==> src/rtl/afsk_demod_pkg.sv <==
package afsk_demod_pkg;

   // Returns 1 when at least half (rounded up) of the lowest n bits are set.
   function automatic logic vote_major(input logic [7:0] bits, input int n);
      int cnt;
      cnt = 0;
      for (int i = 0; i < 8; i++) begin
         if (i < n && bits[i]) cnt++;
      end
      return (cnt >= (n + 1) / 2);
   endfunction

   // Transition decoding: equal neighbours give 1, a change gives 0.
   function automatic logic nrzi_bit(input logic [1:0] pair);
      return (pair[1] == pair[0]);
   endfunction

endpackage

==> src/rtl/afsk_delay_mult.sv <==
module afsk_delay_mult #(
   parameter int SAMPLE_W   = 8,
   parameter int DELAY      = 4,
   parameter int PROD_SHIFT = 2,
   parameter int PROD_W     = 16
) (
   input  logic                       clk,
   input  logic                       rst_n,
   input  logic                       en,
   input  logic signed [SAMPLE_W-1:0] smp,
   output logic signed [PROD_W-1:0]   prod
);

   localparam int FULL_W = 2 * SAMPLE_W;

   logic signed [SAMPLE_W-1:0] line_q [DELAY];
   logic signed [SAMPLE_W-1:0] tail;
   logic signed [FULL_W-1:0]   full;
   logic signed [FULL_W-1:0]   scaled;

   always_ff @(posedge clk or negedge rst_n) begin
      if (!rst_n) begin
         for (int i = 0; i < DELAY; i++) line_q[i] <= '0;
      end else if (en) begin
         line_q[0] <= smp;
         for (int i = 1; i < DELAY; i++) line_q[i] <= line_q[i-1];
      end
   end

   assign tail   = line_q[DELAY-1];
   assign full   = tail * smp;
   assign scaled = full >>> PROD_SHIFT;
   assign prod   = PROD_W'(scaled);

endmodule

==> src/rtl/afsk_shift_iir.sv <==
module afsk_shift_iir #(
   parameter int IN_W  = 16,
   parameter int ACC_W = 18,
   parameter int NTAP  = 3,
   parameter int FB_SH [NTAP] = '{1, 3, 5}
) (
   input  logic                    clk,
   input  logic                    rst_n,
   input  logic                    en,
   input  logic signed [IN_W-1:0]  x_in,
   output logic signed [ACC_W-1:0] y_now
);

   logic signed [IN_W-1:0]  x_q;
   logic signed [ACC_W-1:0] y_q;
   logic signed [ACC_W-1:0] fb_term [NTAP];

   // one arithmetic-shift feedback term per tap
   for (genvar k = 0; k < NTAP; k++) begin : g_fb
      assign fb_term[k] = y_q >>> FB_SH[k];
   end

   always_comb begin
      y_now = ACC_W'(x_in) + ACC_W'(x_q);
      for (int k = 0; k < NTAP; k++) y_now = y_now + fb_term[k];
   end

   always_ff @(posedge clk or negedge rst_n) begin
      if (!rst_n) begin
         x_q <= '0;
         y_q <= '0;
      end else if (en) begin
         x_q <= x_in;
         y_q <= y_now;
      end
   end

endmodule

==> src/rtl/afsk_bit_dpll.sv <==
module afsk_bit_dpll
   import afsk_demod_pkg::*;
#(
   parameter int SPB        = 8,
   parameter int PHASE_STEP = 8,
   parameter int NUDGE      = 1,
   parameter int VOTE_N     = 3,
   parameter int PH_W       = $clog2(SPB * PHASE_STEP) + 1
) (
   input  logic            clk,
   input  logic            rst_n,
   input  logic            en,
   input  logic            slice,
   output logic            bit_vld,
   output logic            bit_out,
   output logic [PH_W-1:0] phase
);

   localparam int PHASE_MAX = SPB * PHASE_STEP;
   localparam int PHASE_THR = PHASE_MAX / 2;

   logic [VOTE_N-1:0] hist_q, hist_n;
   logic [PH_W-1:0]   phase_q, ph_adj, ph_sum, ph_nxt;
   logic [1:0]        found_q, found_n;
   logic              edge_w, wrap, decision;

   assign hist_n = {hist_q[VOTE_N-2:0], slice};
   assign edge_w = hist_n[1] ^ hist_n[0];

   always_comb begin
      ph_adj = phase_q;
      if (edge_w) begin
         if (phase_q < PH_W'(PHASE_THR)) ph_adj = phase_q + PH_W'(NUDGE);
         else                            ph_adj = phase_q - PH_W'(NUDGE);
      end
      ph_sum = ph_adj + PH_W'(PHASE_STEP);
      wrap   = (ph_sum >= PH_W'(PHASE_MAX));
      ph_nxt = wrap ? ph_sum - PH_W'(PHASE_MAX) : ph_sum;
   end

   assign decision = vote_major(8'(hist_n), VOTE_N);
   assign found_n  = {found_q[0], decision};

   always_ff @(posedge clk or negedge rst_n) begin
      if (!rst_n) begin
         hist_q  <= '0;
         phase_q <= '0;
         found_q <= '0;
         bit_vld <= 1'b0;
         bit_out <= 1'b0;
      end else begin
         bit_vld <= en && wrap;
         if (en) begin
            hist_q  <= hist_n;
            phase_q <= ph_nxt;
            if (wrap) begin
               found_q <= found_n;
               bit_out <= nrzi_bit(found_n);
            end
         end
      end
   end

   assign phase = phase_q;

endmodule

==> src/rtl/afsk_bit_recovery.sv <==
module afsk_bit_recovery #(
   parameter int SAMPLE_W   = 8,
   parameter int SPB        = 8,
   parameter int PHASE_STEP = 8,
   parameter int NUDGE      = 1,
   parameter int VOTE_N     = 3,
   parameter int PROD_SHIFT = 2,
   parameter int PROD_W     = 16,
   parameter int ACC_W      = 18
) (
   input  logic                clk,
   input  logic                rst_n,
   input  logic                smp_vld,
   input  logic [SAMPLE_W-1:0] smp_in,
   output logic                bit_vld,
   output logic                bit_out
);

   localparam int DELAY     = SPB / 2;
   localparam int PHASE_MAX = SPB * PHASE_STEP;
   localparam int PH_W      = $clog2(PHASE_MAX) + 1;

   initial begin : p_param_chk
      assert (SPB >= 2 && SPB % 2 == 0)
         else $fatal(1, "SPB must be even and at least 2");
      assert (PROD_W >= 2 * SAMPLE_W)
         else $fatal(1, "PROD_W too narrow for the product");
      assert (ACC_W > PROD_W)
         else $fatal(1, "ACC_W must exceed PROD_W");
      assert (VOTE_N >= 3 && VOTE_N <= 8 && VOTE_N % 2 == 1)
         else $fatal(1, "VOTE_N must be odd, 3..8");
      assert (NUDGE < PHASE_STEP)
         else $fatal(1, "NUDGE must be smaller than PHASE_STEP");
   end

   logic signed [PROD_W-1:0] prod_w;
   logic signed [ACC_W-1:0]  filt_w;
   logic                     slice_w;
   logic [PH_W-1:0]          phase_w;

   afsk_delay_mult #(
      .SAMPLE_W(SAMPLE_W), .DELAY(DELAY), .PROD_SHIFT(PROD_SHIFT), .PROD_W(PROD_W)
   ) u_disc (
      .clk(clk), .rst_n(rst_n), .en(smp_vld),
      .smp($signed(smp_in)), .prod(prod_w)
   );

   afsk_shift_iir #(
      .IN_W(PROD_W), .ACC_W(ACC_W)
   ) u_lpf (
      .clk(clk), .rst_n(rst_n), .en(smp_vld),
      .x_in(prod_w), .y_now(filt_w)
   );

   assign slice_w = (filt_w > 0);

   afsk_bit_dpll #(
      .SPB(SPB), .PHASE_STEP(PHASE_STEP), .NUDGE(NUDGE), .VOTE_N(VOTE_N), .PH_W(PH_W)
   ) u_dpll (
      .clk(clk), .rst_n(rst_n), .en(smp_vld), .slice(slice_w),
      .bit_vld(bit_vld), .bit_out(bit_out), .phase(phase_w)
   );

endmodule

==> config.mk <==
export PLATFORM = sky130hd
export DESIGN_NAME = afsk_bit_recovery
export DESIGN_NICKNAME = d
export VERILOG_FILES = /design/src/rtl/afsk_demod_pkg.sv /design/src/rtl/afsk_delay_mult.sv /design/src/rtl/afsk_shift_iir.sv /design/src/rtl/afsk_bit_dpll.sv /design/src/rtl/afsk_bit_recovery.sv
export SDC_FILE = /design/constraint.sdc
export NUM_CORES = 1
export LEC_CHECK = 0
export ABC_AREA = 0
export ABC_CLOCK_PERIOD_IN_PS = 19240
export BUFFER_PORTS_ARGS = -buffer_cell sky130_fd_sc_hd__buf_2
export CORE_MARGIN = 3
export CORE_UTILIZATION = 30
export CTS_BUF_LIST = sky130_fd_sc_hd__clkbuf_4
export DETAILED_ROUTE_END_ITERATION = 8
export PLACE_DENSITY = 0.52
export SLEW_MARGIN = 10
export SYNTH_ARGS = -nofsm -noshare
export SYNTH_HDL_FRONTEND = slang
export SYNTH_SLANG_ARGS = --single-unit
==> constraint.sdc <==
create_clock -name clk -period 19.24 [get_ports clk]
set_clock_uncertainty 0.2 [all_clocks]
set_input_delay 2.886 -clock clk [delete_from_list [all_inputs] [get_ports clk]]
set_output_delay 2.886 -clock clk [all_outputs]
set_load 0.1 [all_outputs]
==> results of run 1 <==
-- routing by layer --
| metal | up-vias | track usage, % | wire, um |
|---|---|---|---|
| li1 | 2641 | - | - |
| met1 | 2684 | 15.99 | 7457 |
| met2 | 43 | 20.01 | 7201 |
| met3 | 10 | 1.479 | 291 |
| met4 | 0 | 3.095 | 174 |
| met5 | - | 0 | 0 |
-- Yosys cell counts, types with 2 or more instances --
| library cell | count |
|---|---|
| o21ai_0 | 33 |
| dfrtp_1 | 75 |
| xnor2_1 | 25 |
| inv_1 | 178 |
| a21oi_1 | 32 |
| buf_1 | 2 |
| o21bai_1 | 3 |
| clkbuf_1 | 14 |
| xor2_1 | 5 |
| nor2_1 | 37 |
| nor2b_1 | 2 |
| o211a_1 | 2 |
| mux2_2 | 44 |
| nand3_1 | 18 |
| o2111ai_1 | 2 |
| nand2_1 | 47 |
| fa_1 | 100 |
| nor3_1 | 12 |
| nand4_1 | 4 |
| and3_1 | 3 |
| a21boi_0 | 2 |
| o221ai_1 | 2 |
| o211ai_1 | 4 |
| nand2b_1 | 4 |
| o22ai_1 | 2 |
| or2_2 | 2 |
| nor4_1 | 3 |
| or3_1 | 6 |
| and2_1 | 45 |
| a21o_1 | 9 |
| o21a_1 | 5 |
| a211o_1 | 2 |
| a2111oi_0 | 4 |
| o31a_1 | 2 |
| mux2i_1 | 4 |
| ha_1 | 59 |
| a211oi_1 | 3 |
-- worst max-delay path: cells and delay by family --
| kind | cells | cell delay (ns) |
|---|---|---|
| AND/OR/NAND/NOR | 11 | 2.33 |
| XOR/XNOR | 3 | 0.34 |
| AO/OA/AOI/OAI | 11 | 2.19 |
| adder cells (fa/ha/maj) | 10 | 4.51 |
| buffers and inverters | 5 | 0.35 |
-- registers in the layout (all words and copies together), names as in the netlist --
register,count
u_disc.line_q,24
u_disc.tail,8
u_dpll.bit_out,1
u_dpll.bit_vld,1
u_dpll.found_q,1
u_dpll.hist_q,2
u_dpll.phase,7
u_lpf.x_q,14
u_lpf.y_q,17
-- how the worst max path moves through the flow --
stage	slack, ns	cells after the start	to	start
2_1_floorplan	7.23	42	u_dpll.bit_out	smp_in[4]
3_3_place_gp	6.60	41	u_dpll.bit_out	smp_in[4]
3_5_place_dp	6.43	40	u_dpll.bit_out	smp_in[4]
4_1_cts	6.91	40	u_dpll.bit_out	smp_in[4]
5_1_grt	6.08	41	u_dpll.bit_out	smp_in[4]
6_report	6.85	40	u_dpll.bit_out	smp_in[4]
-- through the flow --
step | worst slack (ns) | hold slack, ns
after floorplan | 7.230 | 0.2563
after global placement | 6.603 | 0.2786
after detailed placement | 6.430 | 0.2851
after CTS | 6.915 | 0.3189
after global routing | 6.076 | 0.3393
final | 6.847 | 0.3099
-- logic make-up after synthesis --
kind of cell / share of synthesized area, %
buffers and inverters: 9.218
AND/OR/NAND/NOR: 12.10
adder cells (fa/ha/maj): 34.68
AO/OA/AOI/OAI: 9.851
flip-flops: 23.76
multiplexers: 6.779
XOR/XNOR: 3.611
-- final cells by class --
class	count	area share (%)
repair buffers	13	0.8275
flip-flops and latches	75	22.17
inverters	178	7.891
diodes	1	0.02956
clock buffers	9	0.7980
well taps	330	4.877
clock inverters	7	0.8719
multi-input cells	548	62.54
==> flow_summary.ini, run 1 <==
[status]
outcome = finished, final reports clean

[grt]
antenna_found_initial = 1
grt_pass1_vias = 5688
grt_overflow_total = 0
grt_max_degree = 83
grt_pass1_wl_mm = 27.56
grt_use_total_pct = 11.80

[route]
firstDrtPassIters = 5
wl_mm = 15.13
num_vias = 5378
drc_errors = 0
drt_iter0_markers = 243
via_per_inst = 4.632
ant_nets = 0
wl_per_cell_um = 13.03

[cts]
htreeDepth = 3
tritoncts.num_buffers = 9
cts_tree = done
clk_latency_ns = 0.47
path_clk_slew_ns = 0.14
cts.repair.resized = 0
cts_max_path_buffers = 2
hold_buffers = 0
post_cts.repair.setup_buffers = 0
clock_sinks = 75
cts-root-buf = clkbuf_4

[sta]
clock.fmax_mhz = 80.69
layout_min_cycle_time_ns = 12.39
setup_viol = 0
fin_crit_sh_pct = 64.41
setup_tns_ns = 0
worst_pin_slew_ns = 1.041
grt_setup_unrepaired = false
max_slew_margin_pct = 30.60
drv_slew = 0
finalHoldViolCount = 0

[worst_hold_path]
min-delay-path-class = reg -> reg
min_to = u_dpll.phase[2]
holdCritStartpoint = u_dpll.phase[2]
holdPathStages = 2

[cells_and_area]
multi_input_area_mm2 = 0.005295
final_cell_count_no_fill = 1161
final_common_cell = inv_1
layout-drive-gt1-share_pct = 9.880
layout_common_cells = inv_1 (178), fa_1 (100), dfrtp_1 (75)
synthToLayoutAreaGrowth_pct = 7.175
fillers = 2685
fin_util_pct = 33.15
register_area_mm2 = 0.001877
nets = 995
final_cell_area_mm2 = 0.008467

[critical_path]
r2r_setup_slack_ns = 8.91
crit_arrival_ns = 12.60
r2r_start = u_disc.tail[5]
critical-path-slowest-cell = fa_1
cp_slowest_stage_delay_ns = 0.54
r2r_end = u_dpll.bit_out
path_common_cell = fa_1
start_kind = input port
crit_required_ns = 19.44
reg2regPathDepth = 40
cp_max_fo = 10
end_kind = flip-flop
criticalPathCategory = in -> reg

[die]
die_w_um = 168.3
row_count = 58
die_h_um = 168.3
core-area_mm2 = 0.02554
start_util_pct = 30.93
ios = 13
die_area_mm2 = 0.02832

[logic_synthesis]
yosysSeqAreaShare_pct = 23.76
synth-seq-cells = 75
synth_top_area_share_pct = 25.34
syn_area_per_cell_um2 = 9.670
yosysTopAreaCell = fa_1
synth-main-ff-cell = dfrtp_1
synth_edf_count = 0
synth_warnings = 0
synthDistinctLibCells = 58
syn_area_mm2 = 0.007900
syn_inst = 817
ys_top_cells_by_area = fa_1 (25%), dfrtp_1 (24%), ha_1 (9.3%)
syn-num-nets = 987
postSynth.asyncResetShare_pct = 100.0

[placed_design]
io_buffers = 12
hpwl_mm = 11.67
gp_congestion = 0.7802
placedInstanceArea_mm2 = 0.008323
placedCellCount = 1144

[flow_run]
cap_violations = 0
Power of run 1 is not shown: default switching activity piles up to over one toggle a cycle in this logic, so the estimate is an artifact.
==> run 2, diff against run 1 <==
--- a/config.mk
+++ b/config.mk
@@ -6,13 +6,13 @@
 export NUM_CORES = 1
 export LEC_CHECK = 0
 export ABC_AREA = 0
-export ABC_CLOCK_PERIOD_IN_PS = 19240
+export ABC_CLOCK_PERIOD_IN_PS = 10400
 export BUFFER_PORTS_ARGS = -buffer_cell sky130_fd_sc_hd__buf_2
 export CORE_MARGIN = 3
 export CORE_UTILIZATION = 30
 export CTS_BUF_LIST = sky130_fd_sc_hd__clkbuf_4
 export DETAILED_ROUTE_END_ITERATION = 8
-export PLACE_DENSITY = 0.52
+export PLACE_DENSITY = 0.54
 export SLEW_MARGIN = 10
 export SYNTH_ARGS = -nofsm -noshare
 export SYNTH_HDL_FRONTEND = slang
==> constraint.sdc (replaced) <==
create_clock -name clk -period 10.4 [get_ports clk]
set_clock_uncertainty 0.2 [all_clocks]
set_input_delay 1.56 -clock clk [delete_from_list [all_inputs] [get_ports clk]]
set_output_delay 1.56 -clock clk [all_outputs]
set_load 0.1 [all_outputs]
==> run 2 against run 1 <==
  * Die area is the same
  * Worst setup slack got worse by 6.5 ns
  * Wire length rose by 3.6%
  * Via count is 5.1% higher
  * Worst hold slack got worse by 0.0036 ns
  * Cell count grew 6.5%
  * Clock-buffer cell count grew 2
  * Sequential share of layout area decreased by 2.0 points
  * Cell area is 9.8% higher
  * Global-route usage rose by 0.38 points
  * Critical path type unchanged
  * Largest cell class unchanged
==> flow_summary.ini, run 2 (same netlist as run 1, synthesis figures left out) <==
[status]
outcome = finished, final reports clean

[grt]
grt_pass1_wl_mm = 28.68
grt_use_total_pct = 12.17
grt_max_degree = 76
grt_pass1_vias = 6166
grt_overflow_total = 0
antenna_found_initial = 1

[cts]
cts_tree = done
path_clk_slew_ns = 0.14
cts_max_path_buffers = 2
tritoncts.num_buffers = 9
cts-root-buf = clkbuf_4
clock_sinks = 75
clk_latency_ns = 0.48
hold_buffers = 0
htreeDepth = 3

[placed_design]
hpwl_mm = 12.39
placedCellCount = 1218
io_buffers = 12
gp_congestion = 0.8181

[sta]
max_slew_margin_pct = 43.38
worst_pin_slew_ns = 0.8493
setup_viol = 0
clock.fmax_mhz = 99.85
grt_setup_unrepaired = false
layout_min_cycle_time_ns = 10.02
fin_crit_sh_pct = 96.30
finalHoldViolCount = 0
drv_slew = 0

[cells_and_area]
nets = 1071
layout-drive-gt1-share_pct = 21.96
layout_common_cells = inv_1 (175), fa_1 (98), buf_4 (75), dfrtp_1 (75), ha_1 (52)
top_register = u_disc.line_q
largest_register_ffs = 24
reg_top3 = u_disc.line_q x24, u_lpf.y_q x17, u_lpf.x_q x14
final_cell_count_no_fill = 1237
final_common_cell = inv_1
synthToLayoutAreaGrowth_pct = 17.64

[route]
drt_iter0_markers = 201
num_vias = 5654
drc_errors = 0
via_per_inst = 4.571
wl_per_cell_um = 12.67
firstDrtPassIters = 4
wl_mm = 15.67
ant_nets = 0

[die]
start_util_pct = 30.93
die_area_mm2 = 0.02832
die_w_um = 168.3
row_count = 58
die_h_um = 168.3
ios = 13
core-area_mm2 = 0.02554

[critical_path]
crit_arrival_ns = 10.18
path_common_cell = fa_1
start_kind = input port
cp_max_fo = 5
end_kind = flip-flop
reg2regPathDepth = 39
crit_start = smp_in[4]
critical-path-slowest-cell = fa_1
crit_required_ns = 10.57
r2r_start = u_disc.tail[4]
cp_slowest_stage_delay_ns = 0.61
criticalPathCategory = in -> reg

[worst_hold_path]
holdCritStartpoint = u_dpll.phase[2]
holdPathStages = 2
min-delay-path-class = reg -> reg

[flow_run]
cap_violations = 0
## run 2: cell types whose count changed in the layout (fill, tap and decap cells not counted), moves of 4 or more
cell	change
buf_4	+73
a21oi_1	-4
ha_4	+7
o21ai_0	-4
ha_1	-7
## run 2: path summary, 6_finish.rpt
kind	to	slack, ns
worst min-delay path	u_dpll.phase[2]	0.31
worst max register to register	u_dpll.bit_out	1.07
worst min register to register	u_dpll.phase[2]	0.31
worst max-delay path	u_dpll.bit_out	0.38
max in group asynchronous	u_lpf.y_q[17]	8.17
min in group asynchronous	u_disc.tail[2]	0.77
## run 2: metrics by stage
stage          utilization (%)  instance area [um2]  hold slack, ns  setup slack [ns]  TNS, ns
2_1_floorplan                -                 7935          0.2563           0.05436        0
3_5_place_dp             34.87                 8909          0.2843           -0.3287   -1.255
6_report                 36.38                 9294          0.3063            0.3850        0
5_1_grt                  36.38                 9294          0.3297          0.005401        0
4_1_cts                  35.44                 9054          0.3121            0.1926        0
3_3_place_gp             34.87                 8909          0.2735           -0.2192  -0.7678
## run 2: timing repair
action	4_1_cts	5_1_grt
setup buffers	0	1
hold endpoints to repair	0	0
gates resized for setup	0	48
endpoints found under the setup margin	0	5
## run 2: area by class of cell
class	count	area, um2
antenna	1	2.502
clock buffer	11	82.58
clock inverter	5	62.56
fill	2635	16250
inverter	178	668.1
multi-input combinational	548	5543
sequential	75	1877
tap	330	412.9
timing repair buffer	89	645.6
## run 2: worst max-delay path, delay by kind of cell
| kind | cells | cell delay, ns |
|---|---|---|
| AO/OA/AOI/OAI | 5 | 0.74 |
| AND/OR/NAND/NOR | 10 | 1.91 |
| adder cells (fa/ha/maj) | 10 | 4.56 |
| multiplexers | 1 | 0.32 |
| XOR/XNOR | 2 | 0.24 |
| buffers and inverters | 10 | 0.84 |
## run 2: metal layers
metal | share of wire (%) | GRT usage (%) | wire length [um]
met1 | 49 | 16.48 | 7717
met2 | 48 | 20.54 | 7510
met3 | 0.89 | 0.9392 | 140
met4 | 1.9 | 4.376 | 303
met5 | 0 | 0 | 0
Power of run 2 is left out for the same reason.
